[config.mk]
export PLATFORM = sky130hd
export DESIGN_NAME = qspi_boot_reader
export DESIGN_NICKNAME = d
export VERILOG_FILES = /design/src/rtl/qbr_pkg.sv /design/src/rtl/qbr_sclk_gen.sv /design/src/rtl/qbr_rx_shift.sv /design/src/rtl/qspi_boot_reader.sv
export SDC_FILE = /design/constraint.sdc
export NUM_CORES = 1
export LEC_CHECK = 0
export BUFFER_PORTS_ARGS = -buffer_cell sky130_fd_sc_hd__buf_2
export CAP_MARGIN = 5
export CORE_MARGIN = 2
export CORE_UTILIZATION = 53
export CTS_CLUSTER_SIZE = 20
export DETAILED_ROUTE_END_ITERATION = 16
export GPL_TIMING_DRIVEN = 1
export PLACE_DENSITY = 0.72
export SYNTH_ARGS = -nofsm -noshare
export SYNTH_HDL_FRONTEND = slang
export SYNTH_SLANG_ARGS = --single-unit
[constraint.sdc]
create_clock -name clk -period 2.9 [get_ports clk]
set_clock_uncertainty 0.05 [all_clocks]
set_input_delay 0.435 -clock clk [delete_from_list [all_inputs] [get_ports clk]]
set_output_delay 0.435 -clock clk [all_outputs]
set_load 0.05 [all_outputs]
[src/rtl/qbr_pkg.sv]
package qbr_pkg;

  typedef enum logic [2:0] {
    ST_IDLE,
    ST_CMD,
    ST_DUMMY,
    ST_DATA,
    ST_TAIL,
    ST_GAP,
    ST_DONE
  } qbr_state_e;

  localparam logic [7:0]  OP_SINGLE_READ = 8'h03;
  localparam logic [7:0]  OP_QUAD_READ   = 8'h6B;
  localparam logic [23:0] HDR_ADDR       = 24'h000020;
  localparam logic [31:0] WIDTH_SIG      = 32'h665599AA;

  // fast SCLK half-period in clk cycles
  function automatic logic [3:0] fast_half(input logic [1:0] sel);
    return 4'(1) << sel;
  endfunction

  // index of the last sample within one byte
  function automatic logic [2:0] last_slot(input logic quad);
    return quad ? 3'd1 : 3'd7;
  endfunction

  function automatic logic [31:0] cmd_word(input logic quad, input logic [23:0] a);
    return {(quad ? OP_QUAD_READ : OP_SINGLE_READ), a};
  endfunction

endpackage

[src/rtl/qbr_sclk_gen.sv]
module qbr_sclk_gen #(
  parameter int HW = 4
) (
  input  logic          clk,
  input  logic          rst_n,
  input  logic          run,
  input  logic          hold,
  input  logic [HW-1:0] half,
  output logic          sclk,
  output logic          rise_ev,
  output logic          fall_ev
);
  logic [HW-1:0] cnt;
  logic          wrap;

  assign wrap    = run && !hold && (cnt == half - HW'(1));
  assign rise_ev = wrap && !sclk;
  assign fall_ev = wrap && sclk;

  always_ff @(posedge clk or negedge rst_n) begin
    if (!rst_n) begin
      cnt  <= '0;
      sclk <= 1'b0;
    end else if (!run) begin
      cnt  <= '0;
      sclk <= 1'b0;
    end else if (!hold) begin
      if (wrap) begin
        cnt  <= '0;
        sclk <= ~sclk;
      end else begin
        cnt <= cnt + HW'(1);
      end
    end
  end
endmodule

[src/rtl/qbr_rx_shift.sv]
module qbr_rx_shift
  import qbr_pkg::*;
(
  input  logic       clk,
  input  logic       rst_n,
  input  logic       clr,
  input  logic       sample,
  input  logic       quad,
  input  logic [3:0] io_in,
  output logic       byte_done,
  output logic [7:0] byte_val
);
  logic [7:0] sr;
  logic [2:0] slot;

  assign byte_val  = quad ? {sr[3:0], io_in} : {sr[6:0], io_in[1]};
  assign byte_done = sample && (slot == last_slot(quad));

  always_ff @(posedge clk or negedge rst_n) begin
    if (!rst_n) begin
      sr   <= '0;
      slot <= '0;
    end else if (clr) begin
      sr   <= '0;
      slot <= '0;
    end else if (sample) begin
      sr   <= byte_val;
      slot <= byte_done ? 3'd0 : slot + 3'd1;
    end
  end
endmodule

[src/rtl/qspi_boot_reader.sv]
module qspi_boot_reader
  import qbr_pkg::*;
#(
  parameter int CNT_W       = 16,
  parameter int SLOW_HALF   = 12,
  parameter int GAP_PERIODS = 2,
  parameter int DUMMY_CYC   = 8
) (
  input  logic             clk,
  input  logic             rst_n,
  input  logic             start,
  input  logic [23:0]      start_addr,
  input  logic [CNT_W-1:0] byte_count,
  input  logic [1:0]       clk_div_sel,
  output logic             done,
  output logic             mismatch,
  output logic             sclk,
  output logic             cs_n,
  output logic [3:0]       io_out,
  output logic [3:0]       io_oe,
  input  logic [3:0]       io_in,
  output logic             m_valid,
  output logic [7:0]       m_data,
  input  logic             m_ready
);
  localparam int HW      = $clog2((SLOW_HALF > 8 ? SLOW_HALF : 8) + 1);
  localparam int EMAX    = DUMMY_CYC > 32 ? DUMMY_CYC : 32;
  localparam int EW      = $clog2(EMAX + 1);
  localparam int GAP_CYC = GAP_PERIODS * 2 * SLOW_HALF;
  localparam int GW      = $clog2(GAP_CYC + 1);

  qbr_state_e       state;
  logic             img_txn, quad_q, mismatch_q;
  logic [HW-1:0]    fast_q, half_now;
  logic [31:0]      tx_sr, probe_sr;
  logic [EW-1:0]    ecnt;
  logic [GW-1:0]    gap_cnt;
  logic [CNT_W-1:0] left, cnt_q;
  logic [23:0]      addr_q;
  logic             m_valid_q;
  logic [7:0]       m_data_q;

  // named internal events
  logic run_w, hold_w, rise_ev, fall_ev, quad_now;
  logic byte_done, rx_clr, accept_start, load_image;
  logic img_txn_w, quiet_w;
  logic [7:0] rx_byte;

  assign quad_now     = img_txn && quad_q;
  assign run_w        = (state == ST_CMD) || (state == ST_DUMMY) ||
                        (state == ST_DATA) || (state == ST_TAIL);
  assign hold_w       = m_valid_q && !m_ready;
  assign half_now     = quad_now ? fast_q : HW'(SLOW_HALF);
  assign accept_start = start && ((state == ST_IDLE) || (state == ST_DONE));
  assign load_image   = (state == ST_GAP) && !img_txn &&
                        (gap_cnt == GW'(GAP_CYC - 1)) && (cnt_q != '0);
  assign rx_clr       = accept_start || load_image;
  assign img_txn_w    = img_txn;
  assign quiet_w      = (state == ST_DUMMY) || (state == ST_DATA) || (state == ST_TAIL);

  qbr_sclk_gen #(.HW(HW)) u_clk (
    .clk    (clk),
    .rst_n  (rst_n),
    .run    (run_w),
    .hold   (hold_w),
    .half   (half_now),
    .sclk   (sclk),
    .rise_ev(rise_ev),
    .fall_ev(fall_ev)
  );

  qbr_rx_shift u_rx (
    .clk      (clk),
    .rst_n    (rst_n),
    .clr      (rx_clr),
    .sample   (rise_ev && (state == ST_DATA)),
    .quad     (quad_now),
    .io_in    (io_in),
    .byte_done(byte_done),
    .byte_val (rx_byte)
  );

  always_ff @(posedge clk or negedge rst_n) begin
    if (!rst_n) begin
      state      <= ST_IDLE;
      img_txn    <= 1'b0;
      quad_q     <= 1'b0;
      mismatch_q <= 1'b0;
      fast_q     <= '0;
      tx_sr      <= '0;
      probe_sr   <= '0;
      ecnt       <= '0;
      gap_cnt    <= '0;
      left       <= '0;
      cnt_q      <= '0;
      addr_q     <= '0;
      m_valid_q  <= 1'b0;
      m_data_q   <= '0;
    end else begin
      if (m_valid_q && m_ready) m_valid_q <= 1'b0;
      case (state)
        ST_IDLE, ST_DONE: begin
          if (accept_start) begin
            tx_sr      <= cmd_word(1'b0, HDR_ADDR);
            img_txn    <= 1'b0;
            quad_q     <= 1'b0;
            mismatch_q <= 1'b0;
            fast_q     <= HW'(fast_half(clk_div_sel));
            addr_q     <= start_addr;
            cnt_q      <= byte_count;
            left       <= CNT_W'(4);
            ecnt       <= '0;
            state      <= ST_CMD;
          end
        end
        ST_CMD: begin
          if (rise_ev) ecnt <= ecnt + EW'(1);
          if (fall_ev) begin
            if (ecnt == EW'(32)) begin
              ecnt  <= '0;
              state <= quad_now ? ST_DUMMY : ST_DATA;
            end else begin
              tx_sr <= {tx_sr[30:0], 1'b0};
            end
          end
        end
        ST_DUMMY: begin
          if (rise_ev) ecnt <= ecnt + EW'(1);
          if (fall_ev && (ecnt == EW'(DUMMY_CYC))) state <= ST_DATA;
        end
        ST_DATA: begin
          if (byte_done) begin
            left <= left - CNT_W'(1);
            if (img_txn) begin
              m_valid_q <= 1'b1;
              m_data_q  <= rx_byte;
            end else begin
              probe_sr <= {probe_sr[23:0], rx_byte};
            end
            if (left == CNT_W'(1)) state <= ST_TAIL;
          end
        end
        ST_TAIL: begin
          if (fall_ev) begin
            state   <= ST_GAP;
            gap_cnt <= '0;
            if (!img_txn) begin
              quad_q     <= (probe_sr == WIDTH_SIG);
              mismatch_q <= (probe_sr != WIDTH_SIG);
            end
          end
        end
        ST_GAP: begin
          if (gap_cnt != GW'(GAP_CYC - 1)) begin
            gap_cnt <= gap_cnt + GW'(1);
          end else if (!img_txn) begin
            if (load_image) begin
              img_txn <= 1'b1;
              tx_sr   <= cmd_word(quad_q, addr_q);
              left    <= cnt_q;
              ecnt    <= '0;
              state   <= ST_CMD;
            end else begin
              state <= ST_DONE;
            end
          end else if (!m_valid_q) begin
            state <= ST_DONE;
          end
        end
        default: state <= ST_IDLE;
      endcase
    end
  end

  assign cs_n     = !run_w;
  assign io_oe    = (state == ST_CMD) ? 4'b0001 : 4'b0000;
  assign io_out   = {3'b000, (state == ST_CMD) && tx_sr[31]};
  assign done     = (state == ST_DONE);
  assign mismatch = mismatch_q;
  assign m_valid  = m_valid_q;
  assign m_data   = m_data_q;

endmodule

* Yosys cells after proc, flatten, opt, wreduce, memory -nomap -nowiden
Index checks and enable logic that the tools add are counted.
** Operators by class
- Add/subtract/negate cells :: 6
- Eq/ne operators :: 31
- Shifts and indexed selects :: 1
- Mux-type cells :: 68
- Bitwise gates (word level) :: 2
- Reductions and logical operators :: 46
** Operator list (count)
- two-way mux 32 bit :: 6
- one-hot mux 32 bit (3 select lines) :: 1
- two-way mux 16 bit :: 5
- two-way mux 6 bit :: 9
- one-hot mux 16 bit (3 select lines) :: 1
- two-way mux 3 bit :: 15
- equality test 32 x 31 -> 1 bit, second input constant :: 1
- inequality test 32 x 31 -> 1 bit, second input constant :: 1
- one-hot mux 6 bit (4 select lines) :: 1
- inequality test 2 bit, second input constant :: 11
- two-way mux 7 bit :: 3
- one-hot mux 3 bit (6 select lines) :: 1
- two-way mux 1 bit :: 17
- equality test 16 x 1 -> 1 bit, second input constant :: 1
- two-way mux 4 bit :: 4
- nonzero test 16 bit :: 1
- subtractor 16 x 1 -> 16 bit, second input constant :: 1
- logical AND 1 bit :: 15
- adder 6 x 1 -> 6 bit, second input constant :: 2
- equality test 6 bit, second input constant :: 2
- one-hot mux 6 bit (2 select lines) :: 1
- AND reduction 3 bit :: 4
- equality test 3 bit, second input constant :: 3
- AND reduction 9 bit :: 1
- 27 further kinds :: 47
** Storage, ports and cells
- Flip-flop bits (word level) :: 166
- Logic and storage cells :: 172

* Depth between registers and ports, before layout
- Depth after elaboration :: 12
- Gate-level depth with buffers :: 11

* Hierarchy
A second synthesis with hierarchy kept.
** Second synthesis, totals
- Cell total of the unflattened synthesis :: 784
- Area, all modules :: 8134.1 µm²
** Modules (own cells, without submodules)
- qspi_boot_reader :: times used 1, cells an instance 699, area each 7229.4 µm², seq. area each 3778.6 µm²
- qbr_rx_shift :: times used 1, cells an instance 49, area each 556.8 µm², seq. area each 250.2 µm²
- qbr_sclk_gen :: times used 1, cells an instance 36, area each 347.8 µm², seq. area each 125.1 µm²

* Least setup slack after synthesis
No wires, ideal clock.
- Kind :: register to register
- From :: reg img_txn
- To :: reg left[10]
- Library setup time :: 126 ps
- Data arrival time :: 2409 ps
- Data required time :: 2724 ps
- Path slack :: 315 ps
- Cell stages (with the launch flop) :: 11
- Buffers on the path :: 2
- Period minus slack after synthesis :: 2585 ps
- Path through :: dfrtp_1 buf_4 nand3_1 ha_1 xor2_1 and4_1 o2111a_2 nand2_2 a221o_1 buf_6 a221o_1
** On the way
- Cells in the longest elaborated chain, start to end :: 10
** Ends and longest elaborated chain
- start: declaration :: RTL line qspi_boot_reader.sv:33 : logic img_txn, quad_q, mismatch_q;
- start signal: assignment :: RTL line qspi_boot_reader.sv:86 : img_txn <= 1'b0;
- start signal: assignment :: RTL line qspi_boot_reader.sv:105 : img_txn <= 1'b0;
- start signal: assignment :: RTL line qspi_boot_reader.sv:158 : img_txn <= 1'b1;
- logical AND 1 bit :: RTL line qspi_boot_reader.sv:49 : assign quad_now = img_txn && quad_q;
- two-way mux 4 bit :: RTL line qspi_boot_reader.sv:53 : assign half_now = quad_now ? fast_q : HW'(SLOW_HALF);
- subtractor 4 x 1 -> 4 bit :: RTL line qbr_sclk_gen.sv:16 : assign wrap = run && !hold && (cnt == half - HW'(1));
- equality test 4 bit :: RTL line qbr_sclk_gen.sv:16
- logical AND 1 bit :: RTL line qbr_sclk_gen.sv:16
- logical AND 1 bit :: RTL line qbr_sclk_gen.sv:17 : assign rise_ev = wrap && !sclk;
- logical AND 1 bit :: RTL line qspi_boot_reader.sv:76 : .sample (rise_ev && (state == ST_DATA)),
- logical AND 1 bit :: RTL line qbr_rx_shift.sv:17 : assign byte_done = sample && (slot == last_slot(quad));
- inequality test 2 x 1 -> 1 bit (no line)
- AND reduction 6 bit (no line) *
- end signal: assignment :: RTL line qspi_boot_reader.sv:133 : left <= left - CNT_W'(1);
- end signal: assignment :: RTL line qspi_boot_reader.sv:160 : left <= cnt_q;
- end: declaration :: RTL line qspi_boot_reader.sv:38 : logic [CNT_W-1:0] left, cnt_q;
Mark *: on every way between the ends. The rest lies on a longest branch, timed or not.
A chain may end at the register's enable or synchronous reset.

* Worst setup path in the final report
- From :: reg quad_q
- To :: reg left[5]
** On the way
- Cells in the longest elaborated chain, start to end :: 10
** Ends and longest elaborated chain
- start: declaration :: RTL line qspi_boot_reader.sv:33
- start signal: assignment :: RTL line qspi_boot_reader.sv:148 : quad_q <= (probe_sr == WIDTH_SIG);
- logical AND 1 bit * :: RTL line qspi_boot_reader.sv:49
- two-way mux 4 bit :: RTL line qspi_boot_reader.sv:53
- subtractor 4 x 1 -> 4 bit :: RTL line qbr_sclk_gen.sv:16
- equality test 4 bit :: RTL line qbr_sclk_gen.sv:16
- logical AND 1 bit :: RTL line qbr_sclk_gen.sv:16
- logical AND 1 bit :: RTL line qbr_sclk_gen.sv:17
- logical AND 1 bit :: RTL line qspi_boot_reader.sv:76
- logical AND 1 bit * :: RTL line qbr_rx_shift.sv:17
- inequality test 2 x 1 -> 1 bit (no line) *
- AND reduction 6 bit (no line) *
Marked as above.

==> summary.txt <==
Outcome
  – Status: finished, final reports clean

Detailed routing
  – Vias: ~6,100
  – Vias per cell: between 5 and 6
  – Starting DRT DRC Count: 411
  – Wire length per cell: about 17 µm
  – Drt drc: 0
  – Drt first pass iters: 5
  – Post-route antenna net violation count: 0
  – Detailed-route wire length: roughly 18,000 µm

Logic synthesis
  – Flip-flop and latch count after synthesis: around 170
  – Top cells by area, synth: dfrtp_1 (52%), mux2_2 (9.8%), nand2_1 (8.1%), a22o_1 (2.8%), nand3_1 (1.8%)
  – Post-synthesis cell type count: a little under 70
  – Ys async rst share: 100%
  – Post-synth EDFFs: 0
  – Cell taking the most area after synthesis: dfrtp_1
  – Mapped Cells: slightly below 800
  – Sequential share of the synthesized area: between 50% and 60%
  – Mean post-synth cell area: slightly above 10 µm²
  – Yosys Warn Count: 0
  – Post-synthesis cell area: about 8000 µm²
  – Top FF cell, synth: dfrtp_1
  – Synth top area share: 51.8%

STA
  – Tightest Pin Transition: between 600 and 700 ps
  – Final Cycle Share: about 94%
  – Final setup margin: approximately 190 ps
  – Final Hold Fails: 0
  – Post-layout minimum cycle time: ~2700 ps
  – Max-slew headroom at the worst pin: around 60%
  – RSZ-0062 raised after global routing: false
  – Final setup violation count: 0
  – FMAX: 369 MHz
  – Final slew viol count: 0
  – Fin Setup TNS: 0 ps

Clock tree
  – Clock Latency Late Sink: between 400 and 500 ps
  – CTS buffer count: 17
  – CTS tree: yes
  – Clk slew on worst S/H paths: roughly 70 ps
  – Root Driver: clkbuf_16
  – # clock sinks: 166
  – Clock Path Buffers: 2
  – H-tree depth: 4

Global route
  – Vias in the first global route: between 6,000 and 7,000
  – GR Overflow Total: 0
  – Pin count of the biggest net entering global routing: 62
  – First-pass GRT wire length: approximately 30,000 µm
  – Global Route Usage Sum: 22.7%
  – Antenna violations before repair: 0

Floorplan
  – Top-Level Pins: between 70 and 80
  – Core area: around 15,000 µm²
  – Die area: roughly 16,000 µm²
  – Starting Density: around 55%
  – Row count: 44
  – Die span in x: 127 µm
  – Die H: 127 µm

Layout
  – Commonest non-fill, non-tap cell in the layout: nand2_1
  – Area Growth Syn to Fin: 14.9%
  – Share of cells above drive strength 1: between 20% and 30%
  – Most frequent cells in the layout: nand2_1 (174), dfrtp_1 (166), mux2_2 (70)
  – Number of diodes: 0
  – Layout Nets: roughly 900

Pwr
  – Power Dens Cells: roughly 900 nW/µm²
  – VDD IR max: between 0.0005 and 0.0006 V
  – Pwr Total: about 0.0082 W
  – Leakage: ~4.5 nW

Placed design
  – Port Buffers: 64
  – Placer Congestion: between 0.8 and 0.9
  – Final HPWL DP: 11,900 µm
  – Post-Place Worst Slack: approximately 38 ps

Critical path
  – CP startpoint kind: flip-flop
  – Worst path required time: around 3200 ps
  – Worst Setup End Kind: flip-flop
  – Worst Path Arrival: 2970 ps
  – Maximum net fanout on the critical path: 16
  – Setup CP Type: reg2reg

Hold path
  – Hold Crit Class: in2reg

Job
  – Max_cap viols: 0
cell type report:
cell class / count / area, µm²
clock buffers: 18 / 429
well taps: 184 / 230
fillers: 1178 / 5420
multi-input cells: 547 / 3620
repair buffers: 90 / 562
flip-flops and latches: 166 / 4150
clock inverters: 14 / 170
inverters: 16 / 60.1
Yosys cell counts, types with 9 or more instances:
cell	n
a21oi_1	10
nor2_1	32
a22o_1	26
nor3_1	9
clkbuf_1	28
buf_2	10
a221o_1	14
o21ai_0	24
nand3_1	29
mux2_2	70
inv_1	16
nand2_1	174
dfrtp_1	166
a31oi_1	9
power by group:
| group | leakage, nW | switching, W | internal, W | total, W |
|---|---|---|---|---|
| Sequential | 2.15 | 0.000543 | 0.00287 | 0.00341 |
| Clock | 0.279 | 0.000980 | 0.00129 | 0.00227 |
| Combinational | 2.05 | 0.00145 | 0.00105 | 0.00250 |
kinds of logic (layout without fill, tap and decap cells):
group,after synthesis,count (layout),share of synthesized area [%]
other,1,6,0.0467
buffers and inverters,64,138,3.76
muxes,78,78,10.8
DFF,166,166,51.8
and+or+nand+nor,312,312,18.5
adders and majority gates,8,8,1.25
AOI/OAI and AO/OA,134,134,12.8
xor gates and xnor gates,9,9,0.982
repair_timing:
| action | in CTS | in global routing |
|---|---|---|
| endpoints found under the hold margin | 47 | 0 |
| buffers inserted | 0 | 1 |
| hold buffers | 1 | 0 |
| endpoints found under the setup margin | 0 | 46 |
| resized for setup | 0 | 4 |
final timing paths:
check	from	to	slack [ps]	cells past startpoint
max in group asynchronous	rst_n	left[8]	1530	3
setup / recovery	quad_q	left[5]	190	8
min in group asynchronous	rst_n	u_clk.cnt[3]	470	2
setup reg to reg	quad_q	left[5]	190	8
hold reg to reg	tx_sr[27]	tx_sr[28]	420	1
hold / removal	start_addr[3]	addr_q[3]	140	3
registers in the layout, summed over array words and instances, names as in the netlist:
name        cells
addr_q         24
cnt_q          16
ecnt            6
fast_q          4
gap_cnt         6
img_txn         1
left           16
m_data          8
m_valid         1
mismatch        1
probe_sr       32
quad_q          1
state           3
tx_sr          32
u_clk.cnt       4
u_clk.sclk      1
u_rx.slot       3
u_rx.sr         7
worst max-delay path, cell delays in order (launching register included):
cell and delay [ps]:
dfrtp_1 410, nand3_1 140, ha_1 330, xor2_1 140
and4_1 220, o2111a_2 280, nand2_2 140, a221o_4 480
a221o_1 380
routing by layer:
| layer | GRT usage [%] | share of wire [%] |
|---|---|---|
| met3 | 5.28 | 4.7 |
| met4 | 7.43 | 1.7 |
| met2 | 36.4 | 47 |
| met1 | 30.9 | 47 |
| met5 | 0 | 0 |
metrics by stage:
step                      utilization, %  hold WS [ps]  cells  area (µm²)
after floorplan                        -          89.4    777        8040
after global placement              58.6           353   1001        8590
after detailed placement            58.6           358   1001        8590
after CTS                           62.8           132   1034        9200
after global routing                63.0           137   1035        9220
final                               63.0           144   1035        9220
Note: power is estimated with default switching activity, not from simulation.
